### src/rtl/pfx_pkg.sv
package pfx_pkg;

  // Number of combining levels a prefix network needs for w bits.
  function automatic int unsigned prefix_levels(input int unsigned w);
    return $clog2(w);
  endfunction

  // True when w is a power of two no smaller than 2.
  function automatic bit width_ok(input int unsigned w);
    return (w >= 2) && ((w & (w - 1)) == 0);
  endfunction

endpackage

### src/rtl/pfx_pg.sv
// Bitwise generate/propagate stage with operand inversion for subtraction.
// The effective carry into bit 0 is folded into that bit's generate term.
module pfx_pg #(
  parameter int unsigned WIDTH = 16
) (
  input  logic [WIDTH-1:0] a_i,
  input  logic [WIDTH-1:0] b_i,
  input  logic             sub_i,
  input  logic             cin_i,
  output logic [WIDTH-1:0] gen_o,
  output logic [WIDTH-1:0] prop_o,
  output logic             c0_o
);
  logic [WIDTH-1:0] b_eff;
  logic [WIDTH-1:0] gen_raw;

  assign b_eff   = b_i ^ {WIDTH{sub_i}};
  assign c0_o    = sub_i | cin_i;
  assign prop_o  = a_i ^ b_eff;
  assign gen_raw = a_i & b_eff;
  assign gen_o   = {gen_raw[WIDTH-1:1], gen_raw[0] | (prop_o[0] & c0_o)};
endmodule

### src/rtl/pfx_black.sv
// Combining cell that yields both group generate and group propagate.
module pfx_black (
  input  logic g_hi,
  input  logic p_hi,
  input  logic g_lo,
  input  logic p_lo,
  output logic g_o,
  output logic p_o
);
  assign g_o = g_hi | (p_hi & g_lo);
  assign p_o = p_hi & p_lo;
endmodule

### src/rtl/pfx_gray.sv
// Combining cell for spans that reach bit 0: group generate only.
module pfx_gray (
  input  logic g_hi,
  input  logic p_hi,
  input  logic g_lo,
  output logic g_o
);
  assign g_o = g_hi | (p_hi & g_lo);
endmodule

### src/rtl/pfx_ks_tree.sv
// Log-depth prefix network with a doubling stride per level.
// Level n holds spans of length 2^n.
// Positions below the stride pass through unchanged.
// Positions whose new span reaches bit 0 use gray cells; the rest use black cells.
// Group propagate is carried only for positions at or above 2^n,
// the only ones a later level reads.
module pfx_ks_tree #(
  parameter int unsigned WIDTH = 16
) (
  input  logic [WIDTH-1:0] gen_i,
  input  logic [WIDTH-1:1] prop_i,
  output logic [WIDTH-1:0] gpre_o
);
  localparam int unsigned LVL = pfx_pkg::prefix_levels(WIDTH);

  for (genvar lv = 0; lv <= LVL; lv++) begin : st
    logic [WIDTH-1:0] gq;
    if (lv < LVL) begin : hp
      logic [WIDTH-1:(1 << lv)] pq;
    end

    if (lv == 0) begin : g_in
      assign gq       = gen_i;
      assign hp.pq    = prop_i;
    end else begin : g_lvl
      localparam int unsigned D = 1 << (lv - 1);
      for (genvar i = 0; i < WIDTH; i++) begin : bitpos
        if (i < D) begin : g_buf
          assign st[lv].gq[i] = st[lv-1].gq[i];
        end else if (i < 2 * D) begin : g_gry
          pfx_gray u_cell (
            .g_hi (st[lv-1].gq[i]),
            .p_hi (st[lv-1].hp.pq[i]),
            .g_lo (st[lv-1].gq[i-D]),
            .g_o  (st[lv].gq[i])
          );
        end else begin : g_blk
          pfx_black u_cell (
            .g_hi (st[lv-1].gq[i]),
            .p_hi (st[lv-1].hp.pq[i]),
            .g_lo (st[lv-1].gq[i-D]),
            .p_lo (st[lv-1].hp.pq[i-D]),
            .g_o  (st[lv].gq[i]),
            .p_o  (st[lv].hp.pq[i])
          );
        end
      end
    end
  end

  assign gpre_o = st[LVL].gq;
endmodule

### src/rtl/pfx_sum.sv
// Sum stage: each bit's propagate XOR the carry into it.
module pfx_sum #(
  parameter int unsigned WIDTH = 16
) (
  input  logic [WIDTH-1:0] prop_i,
  input  logic [WIDTH-1:0] gpre_i,
  input  logic             c0_i,
  output logic [WIDTH-1:0] sum_o,
  output logic             cout_o
);
  assign sum_o  = prop_i ^ {gpre_i[WIDTH-2:0], c0_i};
  assign cout_o = gpre_i[WIDTH-1];
endmodule

### src/rtl/pfx_addsub.sv
module pfx_addsub #(
  parameter int unsigned WIDTH   = 16,
  parameter bit          OUT_REG = 1'b1
) (
  input  logic             clk,
  input  logic             rst,
  input  logic [WIDTH-1:0] a_i,
  input  logic [WIDTH-1:0] b_i,
  input  logic             sub_i,
  input  logic             cin_i,
  output logic [WIDTH-1:0] sum_o,
  output logic             cout_o
);
  if (!pfx_pkg::width_ok(WIDTH)) begin : g_bad_width
    $error("pfx_addsub: WIDTH must be a power of two >= 2");
  end

  logic [WIDTH-1:0] gen;
  logic [WIDTH-1:0] prop;
  logic             c0;
  logic [WIDTH-1:0] gpre;
  logic [WIDTH-1:0] sum_c;
  logic             cout_c;

  pfx_pg #(.WIDTH(WIDTH)) u_pg (
    .a_i    (a_i),
    .b_i    (b_i),
    .sub_i  (sub_i),
    .cin_i  (cin_i),
    .gen_o  (gen),
    .prop_o (prop),
    .c0_o   (c0)
  );

  pfx_ks_tree #(.WIDTH(WIDTH)) u_tree (
    .gen_i  (gen),
    .prop_i (prop[WIDTH-1:1]),
    .gpre_o (gpre)
  );

  pfx_sum #(.WIDTH(WIDTH)) u_sum (
    .prop_i (prop),
    .gpre_i (gpre),
    .c0_i   (c0),
    .sum_o  (sum_c),
    .cout_o (cout_c)
  );

  // Prefix result against the plain arithmetic of each mode.
  a_r1_add_result : assert property (@(posedge clk) disable iff (rst)
    !sub_i |-> ({cout_c, sum_c} ==
                ({1'b0, a_i} + {1'b0, b_i} + {{WIDTH{1'b0}}, cin_i})));

  a_r2_sub_result : assert property (@(posedge clk) disable iff (rst)
    sub_i |-> (sum_c == (a_i - b_i)));

  a_r3_no_borrow : assert property (@(posedge clk) disable iff (rst)
    sub_i |-> (cout_c == (a_i >= b_i)));

  if (OUT_REG) begin : g_reg
    logic [WIDTH-1:0] sum_q;
    logic             cout_q;

    always_ff @(posedge clk) begin
      if (rst) begin
        sum_q  <= '0;
        cout_q <= 1'b0;
      end else begin
        sum_q  <= sum_c;
        cout_q <= cout_c;
      end
    end

    assign sum_o  = sum_q;
    assign cout_o = cout_q;

    a_r5_one_cycle_add : assert property (@(posedge clk) disable iff (rst)
      !sub_i |=> ({cout_o, sum_o} ==
                  $past({1'b0, a_i} + {1'b0, b_i} + {{WIDTH{1'b0}}, cin_i})));

    a_r6_reset_clears : assert property (@(posedge clk)
      rst |=> ((sum_o == '0) && !cout_o));
  end else begin : g_comb
    assign sum_o  = sum_c;
    assign cout_o = cout_c;
  end
endmodule

### config.mk
export PLATFORM = sky130hd
export DESIGN_NAME = pfx_addsub
export DESIGN_NICKNAME = d
export VERILOG_FILES = /design/src/rtl/pfx_pkg.sv /design/src/rtl/pfx_pg.sv /design/src/rtl/pfx_black.sv /design/src/rtl/pfx_gray.sv /design/src/rtl/pfx_ks_tree.sv /design/src/rtl/pfx_sum.sv /design/src/rtl/pfx_addsub.sv
export SDC_FILE = /design/constraint.sdc
export NUM_CORES = 1
export LEC_CHECK = 0
export ABC_AREA = 1
export BUFFER_PORTS_ARGS = -buffer_cell sky130_fd_sc_hd__buf_2
export CAP_MARGIN = 20
export CORE_MARGIN = 4
export CORE_UTILIZATION = 30
export DETAILED_ROUTE_END_ITERATION = 16
export GPL_TIMING_DRIVEN = 0
export PLACE_DENSITY = 0.57
export SYNTH_ARGS = -nofsm -noshare
export SYNTH_HDL_FRONTEND = slang
export SYNTH_HIERARCHICAL = 1
export SYNTH_SLANG_ARGS = --single-unit
export TNS_END_PERCENT = 100
### constraint.sdc
create_clock -name clk -period 4 [get_ports clk]
set_input_delay 0 -clock clk [delete_from_list [all_inputs] [get_ports clk]]
set_output_delay 0 -clock clk [all_outputs]
set_load 0.01 [all_outputs]
Word-level counts from Yosys, hierarchy flattened
Cells that the tools add are included.
Widths: inputs -> output; s select.
{ "classes": {"bitwise": 139} }
{ "op_table": {"columns": ["op", "count"], "rows": [
  ["$and 1x1->1", 84],
  ["$or 1x1->1", 51],
  ["$xor 16x16->16", 3],
  ["$and 16x16->16", 1]
]} }
{ "word_totals": {"wordCells": 141, "ff_bits": 17, "inputBits": 36} }

Logic depth before layout (Yosys ltp)
Gate-level depths: netlist of the first run.
{ "logic_depth": {"word_depth": 12, "depth_mapped": 17, "mapped_depth_nobuf": 15} }

By module
Netlist of the first run, hierarchy kept.
{ "modules_own_cells": {"columns": ["mod", "area_per_inst_um2", "cells_per_inst", "n_inst"], "rows": [
  ["pfx_black", 18.8, 5, 34],
  ["pfx_addsub", 494.2, 53, 1],
  ["pfx_pg", 390.4, 38, 1],
  ["pfx_sum", 307.8, 81, 1],
  ["pfx_gray", 11.3, 3, 15],
  ["pfx_ks_tree", 60.1, 8, 1]
]} }

Worst setup path before layout of the first run
No wires, ideal clock.
{ "synth_path": {"kind": "input to register", "from": "input port sub_i", "to": "register g_reg.sum_q[8] (netlist: sum_o[8])", "required_time_ps": 3889, "path_stages": 17, "slack_ps": 2451, "arrival_ps": 1438, "n_path_buf": 2, "cell_sequence": "buf_6 -> xor2_1 -> ha_1 -> o21ai_0 -> nand2_1 -> nand2_1 -> nand2_1 -> nand2_1 -> nand2_1 -> nand2_1 -> nand2_1 -> buf_4 -> inv_1 -> nand2_1 -> nand2_1 -> inv_1 -> nor2_1"} }
{ "synth_between": {"elab_chain_cells": 11, "elab_cells_between_ends": 25} }
{ "synth_lines": {"columns": ["element", "line_no", "source"], "rows": [
  ["start, declared", "pfx_addsub.sv:9", "input logic sub_i,"],
  ["$xor 16x16->16", "pfx_pg.sv:17", "assign b_eff = b_i ^ {WIDTH{sub_i}};"],
  ["$xor 16x16->16", "pfx_pg.sv:19", "assign prop_o = a_i ^ b_eff;"],
  ["via prop[0]", "pfx_addsub.sv:19", "logic [WIDTH-1:0] prop;"],
  ["$and 1x1->1", "pfx_pg.sv:21", "assign gen_o = {gen_raw[WIDTH-1:1], gen_raw[0] | (prop_o[0] & c0_o)};"],
  ["$or 1x1->1", "pfx_pg.sv:21", null],
  ["via gen[0]", "pfx_addsub.sv:18", "logic [WIDTH-1:0] gen;"],
  ["$and 1x1->1", "pfx_gray.sv:8", "assign g_o = g_hi | (p_hi & g_lo);"],
  ["$or 1x1->1", "pfx_gray.sv:8", null],
  ["via u_tree.st[1].gq[1]", "pfx_ks_tree.sv:17", "logic [WIDTH-1:0] gq;"],
  ["$and 1x1->1", "pfx_gray.sv:8", null],
  ["$or 1x1->1", "pfx_gray.sv:8", null],
  ["via u_tree.st[2].gq[3]", "pfx_ks_tree.sv:17", null],
  ["$and 1x1->1", "pfx_gray.sv:8", null],
  ["$or 1x1->1", "pfx_gray.sv:8", null],
  ["via u_tree.st[3].gq[7]", "pfx_ks_tree.sv:17", null],
  ["$xor 16x16->16", "pfx_sum.sv:11", "assign sum_o = prop_i ^ {gpre_i[WIDTH-2:0], c0_i};"],
  ["via sum_c[8]", "pfx_addsub.sv:22", "logic [WIDTH-1:0] sum_c;"],
  ["end signal, assigned", "pfx_addsub.sv:69", "sum_q <= sum_c;"],
  ["end, declared", "pfx_addsub.sv:61", "logic [WIDTH-1:0] sum_q;"]
]} }
The timed path passes the listed nets, and every way through them passes these cells.
A chain may end at the register's enable or synchronous reset.

Worst setup path after layout of the first run
Ends and elaborated chain as after synthesis.

==> metrics.csv, run 1 <==
metric,value,unit
port bufs,50,
DR WL/cell,8.18,um
"Setup Fix Bufs, Post-CTS",0,
"CTS clk-pin slew, worst paths",0.06,ns
gr busiest metal,met2,
GRT Util Overall,0.111,
Critical Path AT,1.67,ns
GP Congestion,0.846,
Fin Hold WS,0.193,ns
syn_nets,447,
Max Cap Violations,0,
Crit Path Max Fanout,9,
clock tree from TritonCTS,yes,
core area,0.00649,mm^2
GR Layer Usage met2,0.195,
initial antenna violation count,0,
final critical-path required period,1.53,ns
met3 usage,0.0133,
Pwr Density,291,mW/mm^2
hold_sp,cin_i,
Post-synth top flop,dfxtp_1,
H-tree Lvls,1,
Switching Share,0.403,
slowest CP cell,ha_1,
DIE HEIGHT,90.9,um
cell family with most CP delay,simple AND/OR/NAND/NOR gates,
sequential area share after synthesis,0.165,
vias per cell,3.72,
slowest cell delay on critical path,0.31,ns
WHS Path Cells,6,
number of CTS-inserted buffers,3,
CTS-repair resized insts,0,
Hold WC Path Type,input port to flop,
Post-Syn Area,0.00206,mm^2
DR DRC count,0,
worst IR drop on VDD,83.3,uV
fraction of layout cells with a size suffix above 1,0.149,
via count,1958,
Synth-to-Final Area Change,19.5,%
switching power total,288,uW
Synth area leader,nand2_1,
Post-synth EDFFs,0,
max frequency,655,MHz
final setup TNS,0,ns
Tcrit/Tclk final,0.382,
Slew Limit Fails,0,
RSZ-0062 raised after global routing,no,
Mean Syn Cell Area,5.21,um^2
"top cells by area, synth","nand2_1 33%, inv_1 24%, dfxtp_1 17%",
Fillers,767,
first-pass GRT wire length,7680,um
worst-margin pin slew,0.217,ns
Flop pwr share,0.279,
Hold EP,sum_o[0],
clock sinks,17,
Startpoint Class,input port,
synth warn,6,
"Worst Path Class, Setup",input port to flop,
number of detailed-route iterations in the first pass,4,
met1 Resource Use GR,0.136,
final hold violations,0,
Die Span X,90.9,um
top-count cell post-synth,nand2_1,
ordered list of cells on the worst path,"buf_6, xor2_1, ha_1, o21ai_0, nand2_1, nand2_1, nand2_1, nand2_1, nand2_1, nand2_1, nand2_1, buf_4, inv_1, nand2_1, nand2_1, inv_1, nor2_1",
Site Rows,29,
vias in the first global route,1852,
Critical path buffers and inverters,4,
DP HPWL,3830,um
I/O pin count,53,
largest net degree at the start of global routing,11,
Crit path top cell by count,nand2_1,
Max-Slew Margin vs Limit,0.855,
share of flip-flops with an asynchronous set or reset,0,
clock buffer depth,2,
Post-Route WL,4310,um
Post-synth top cells,"181 x nand2_1, 133 x inv_1, 17 x dfxtp_1, 17 x nor2_1",
die footprint,0.00825,mm^2
synthesized flop and latch total,17,
Finish-stage setup viols,0,
leakage power,0.00188,uW
outcome,"finished, final reports clean",
n_diodes,0,
Yosys top cell area share,0.330,
Final #Nets,503,
internal power,427,uW
nature of the critical path endpoint,flop,
initial DRC count,51,
Initial Util,0.317,
Crit path required time,4.14,ns
combinational share of power,0.548,
Antenna Nets Post-Route,0,
count of cell types in the netlist,12,
Clk Tree Root Cell,clkbuf_8,
Clock power frac,0.173,
Post-Synthesis Cells,395,
hold buffer count at CTS,1,
grt total ovfl,0,
[per-layer routing]
layer	vias up	routed length [um]	share of wire
li1	1169	-	-
met1	755	2170	0.50
met2	30	1930	0.45
met3	4	141	0.033
met4	0	72	0.017
met5	-	0	0
[how the worst max path moves through the flow]
stage	from	end	slack, ns	cells past startpoint
floorplan	sub_i	sum_o[8]	2.45	17
global placement	sub_i	sum_o[8]	2.22	17
detailed placement	sub_i	sum_o[8]	2.20	17
CTS	sub_i	sum_o[8]	2.46	17
global route	sub_i	sum_o[8]	2.20	17
finish	sub_i	sum_o[8]	2.47	17
[metrics by stage]
step	worst slack [ns]	power, uW	cell area [um^2]	util	instances
after floorplan	2.45	499	2060	-	395
after global placement	2.22	595	2410	0.370	522
after detailed placement	2.20	599	2410	0.370	522
after CTS	2.46	727	2460	0.379	527
after global routing	2.20	806	2460	0.379	527
final	2.47	716	2460	0.379	527
[cell families after synthesis]
logic type,count (synthesis),synth area share
simple gates,199,0.364
buf+inv,146,0.303
flops,17,0.165
xor+xnor,16,0.0680
fa+ha+maj,16,0.0972
compound gates,1,0.00243
[state kept, by name, indices dropped and copies added (netlist names)]
name / flops
cout_o: 1
sum_o: 16
[power groups by stage]
stage          clock network [uW]  registers, uW  logic [uW]
2_1_floorplan                   0            220         279
3_3_place_gp                    0            204         391
3_5_place_dp                    0            204         396
4_1_cts                       129            200         398
5_1_grt                       138            202         465
6_report                      124            200         392
[final cells by class]
class	instances	area [um^2]	share of cell area
inverter	133	499	0.203
tap	77	96.3	0.0391
timing repair buffer	51	260	0.106
buffer	13	125	0.0508
sequential	17	340	0.138
clock buffer	4	45.0	0.0183
multi-input combinational	232	1090	0.445
[cell usage in the layout (no fill, tap or decap)]
master         count
nand2_1          181
inv_1            133
buf_2             50
nor2_1            17
dfxtp_1           17
xor2_1            16
ha_1              16
buf_4              9
clkbuf_8           3
buf_6              2
buf_8              1
clkbuf_1           1
dlygate4sd3_1      1
buf_12             1
or2_2              1
o21ai_0            1
Power figures use the tool's default switching activity.
==> inputs of run 2 (changes only) <==
ABC_AREA = 0   (was 1)
PLACE_DENSITY = 0.59   (was 0.57)
clock period = 1.43 ns   (was 4 ns; I/O delays follow)
==> run 2 against run 1 <==
The flow now finishes with violations (setup timing). Via count decreased by 28%. Power increased to 3.1 times the previous value. Sequential cell count unchanged. Sequential share of layout area increased by 0.30 points. Final cell count decreased by 37%. Sequential power increased to 2.9 times the previous value. Routed wire length decreased by 12%. Critical path depth decreased by 7. Combinational power increased to 3.4 times the previous value. Area after synthesis decreased by 18%. Count of clock-buffer cells in the layout unchanged. Critical path type unchanged. Largest cell class unchanged. Highest routed layer unchanged.
==> metrics.csv, run 2 <==
metric,value,unit,change
count of cell types in the netlist,10,,-2
Site Rows,27,,-6.9%
n_diodes,0,,unchanged
via count,1411,,-28%
Final Non-Filler Cells,330,,-37%
worst-margin pin slew,0.237,ns,+0.0203 ns
outcome,finished with violations,,
GR Layer Usage met2,0.181,,-0.0131
Finish-stage setup viols,15,,+15
Post-synth top cells,"50 x a21o_1, 34 x and2_2, 32 x xor2_1, 17 x dfxtp_1, 16 x ha_1",,
"Worst Path Class, Setup",input port to flop,,
Crit Path Max Fanout,7,,-2
Tcrit/Tclk final,1.16,,
Post-Syn Area,0.00169,mm^2,-18%
hold buffer count at CTS,0,,-1
number of CTS-inserted buffers,3,,unchanged
Post-Route WL,3780,um,-12%
Hold WC Path Type,input port to flop,,
DR WL/cell,11.5,um,+40%
synth warn,6,,unchanged
Post-synth top flop,dfxtp_1,,
Clk Tree Root Cell,clkbuf_8,,
H-tree Lvls,1,,unchanged
Max Cap Violations,0,,unchanged
"top cells by area, synth","a21o_1 22%, dfxtp_1 20%, xor2_1 17%",,
largest net degree at the start of global routing,11,,unchanged
grt total ovfl,0,,unchanged
I/O pin count,53,,unchanged
"CTS clk-pin slew, worst paths",0.06,ns,about the same
Mean Syn Cell Area,9.42,um^2,+81%
Register Area,340,um^2,unchanged
fraction of layout cells with a size suffix above 1,0.531,,+0.382
leakage power,0.00145,uW,-23%
Final #Nets,311,,-38%
Fillers,563,,-27%
syn_nets,231,,-48%
GP Congestion,0.775,,-8.4%
ordered list of cells on the worst path,"buf_12, buf_12, xor2_1, ha_1, a21o_1, a21o_1, a21o_1, a21o_1, xor2_1, and2b_2",,
core area,0.00547,mm^2,-16%
RSZ-0062 raised after global routing,yes,,
failing checks,setup timing,,
clock sinks,17,,unchanged
most frequent cells in the layout,"51 x buf_2, 50 x a21o_1, 29 x xor2_1",,
Post-Synthesis Cells,179,,-55%
final critical-path required period,1.66,ns,
Die Span X,83.0,um,-8.7%
top-count cell post-synth,a21o_1,,
GRT Util Overall,0.106,,-0.00479
DP HPWL,3070,um,-20%
met3 usage,0.0119,,-0.00143
die footprint,0.00688,mm^2,-17%
pre-CTS WS,-0.555,ns,-2.75 ns
Synth-to-Final Area Change,42.9,%,
Synth area leader,a21o_1,,
vias in the first global route,1362,,-26%
Startpoint Class,input port,,
Slew Limit Fails,0,,unchanged
final hold violations,0,,unchanged
max reg flops,16,,unchanged
Antenna Nets Post-Route,0,,unchanged
DIE HEIGHT,83.0,um,-8.7%
clock buffer depth,2,,unchanged
Crit path top cell by count,a21o_1,,
multi-input logic area,0.00132,mm^2,+20%
sequential area share after synthesis,0.202,,+0.0367
Yosys top cell area share,0.223,,-0.107
Fin Hold WS,0.136,ns,-0.0565 ns
Post-synth EDFFs,0,,unchanged
PnR worst setup slack,-0.230,ns,-2.70 ns
DR DRC count,0,,unchanged
Crit path required time,1.56,ns,-2.58 ns
vias per cell,4.28,,+15%
first-pass GRT wire length,6000,um,-22%
worst IR drop on VDD,295,uV,+250%
gr busiest metal,met2,,
initial DRC count,22,,-57%
Max-Slew Margin vs Limit,0.841,,-0.0136
synthesized flop and latch total,17,,unchanged
slowest cell delay on critical path,0.33,ns,+0.02 ns
placed cells,302,,-42%
Initial Util,0.308,,-0.00913
clock tree from TritonCTS,yes,,
initial antenna violation count,0,,unchanged
nature of the critical path endpoint,flop,,
number of detailed-route iterations in the first pass,4,,unchanged
slowest CP cell,ha_1,,
"most common cell after layout, fill and taps aside",buf_2,,
max frequency,602,MHz,
met1 Resource Use GR,0.134,,-0.00189
Pwr Density,926,mW/mm^2,+220%
Critical Path AT,1.79,ns,+0.12 ns
share of flip-flops with an asynchronous set or reset,0,,unchanged
port bufs,51,,+2.0%
[run 2: critical path, delay by kind of cell]
family | cells | cell delay [ns]
buf+inv | 2 | 0.25
xor+xnor | 2 | 0.30
fa+ha+maj | 1 | 0.33
simple gates | 1 | 0.19
compound gates | 4 | 0.71
[run 2: layout make-up]
cell class,count,share of cell area
Multi-Input combinational cell,150,0.547
Buffer,11,0.0556
Clock buffer,4,0.0187
Timing Repair Buffer,76,0.200
Sequential cell,17,0.141
Tap cell,72,0.0374
[run 2: repair_timing]
action	CTS	global route
endpoints found under the hold margin	0	0
buffers inserted	17	7
setup endpoints to repair	12	15
pin swaps	32	19
resized for setup	14	7
gates cloned	1	0
[run 2: cells by family (layout without fill, tap and decap cells)]
| logic type | count (synthesis) | after routing | synth area share |
|---|---|---|---|
| DFF | 17 | 17 | 0.202 |
| AOI/OAI and AO/OA | 50 | 50 | 0.223 |
| and+or+nand+nor | 52 | 52 | 0.230 |
| adders and majority gates | 16 | 16 | 0.119 |
| xor gates and xnor gates | 32 | 32 | 0.166 |
| buffers and inverters | 12 | 91 | 0.0601 |
[run 2: layer usage]
metal / vias up / wire [um]
li1: 754 / -
met1: 626 / 1710
met2: 29 / 1900
met3: 2 / 129
met4: 0 / 41
met5: - / 0
[run 2: stage by stage]
step / area [um^2] / util / TNS, ns / total power, uW
floorplan: 1720 / - / -4.15 / 1400
global placement: 2070 / 0.377 / -6.18 / 1680
detailed placement: 2070 / 0.377 / -6.17 / 1680
CTS: 2300 / 0.421 / -2.21 / 2180
global route: 2410 / 0.440 / -3.00 / 2410
finish: 2410 / 0.440 / -2.16 / 2230
[run 2: where the power goes]
group          switching [uW]  internal (uW)  total (uW)  leakage [uW]
Clock                     132            197         328     0.0000228
Combinational             546            772        1320       0.00129
Sequential               16.3            567         583      0.000142
Total                     694           1540        2230       0.00145
[run 2: path summary, 6_finish.rpt]
| kind | from | to | slack, ns | cells past startpoint |
|---|---|---|---|---|
| setup / recovery | sub_i | sum_o[13] | -0.23 | 10 |
| hold / removal | rst | sum_o[1] | 0.14 | 2 |
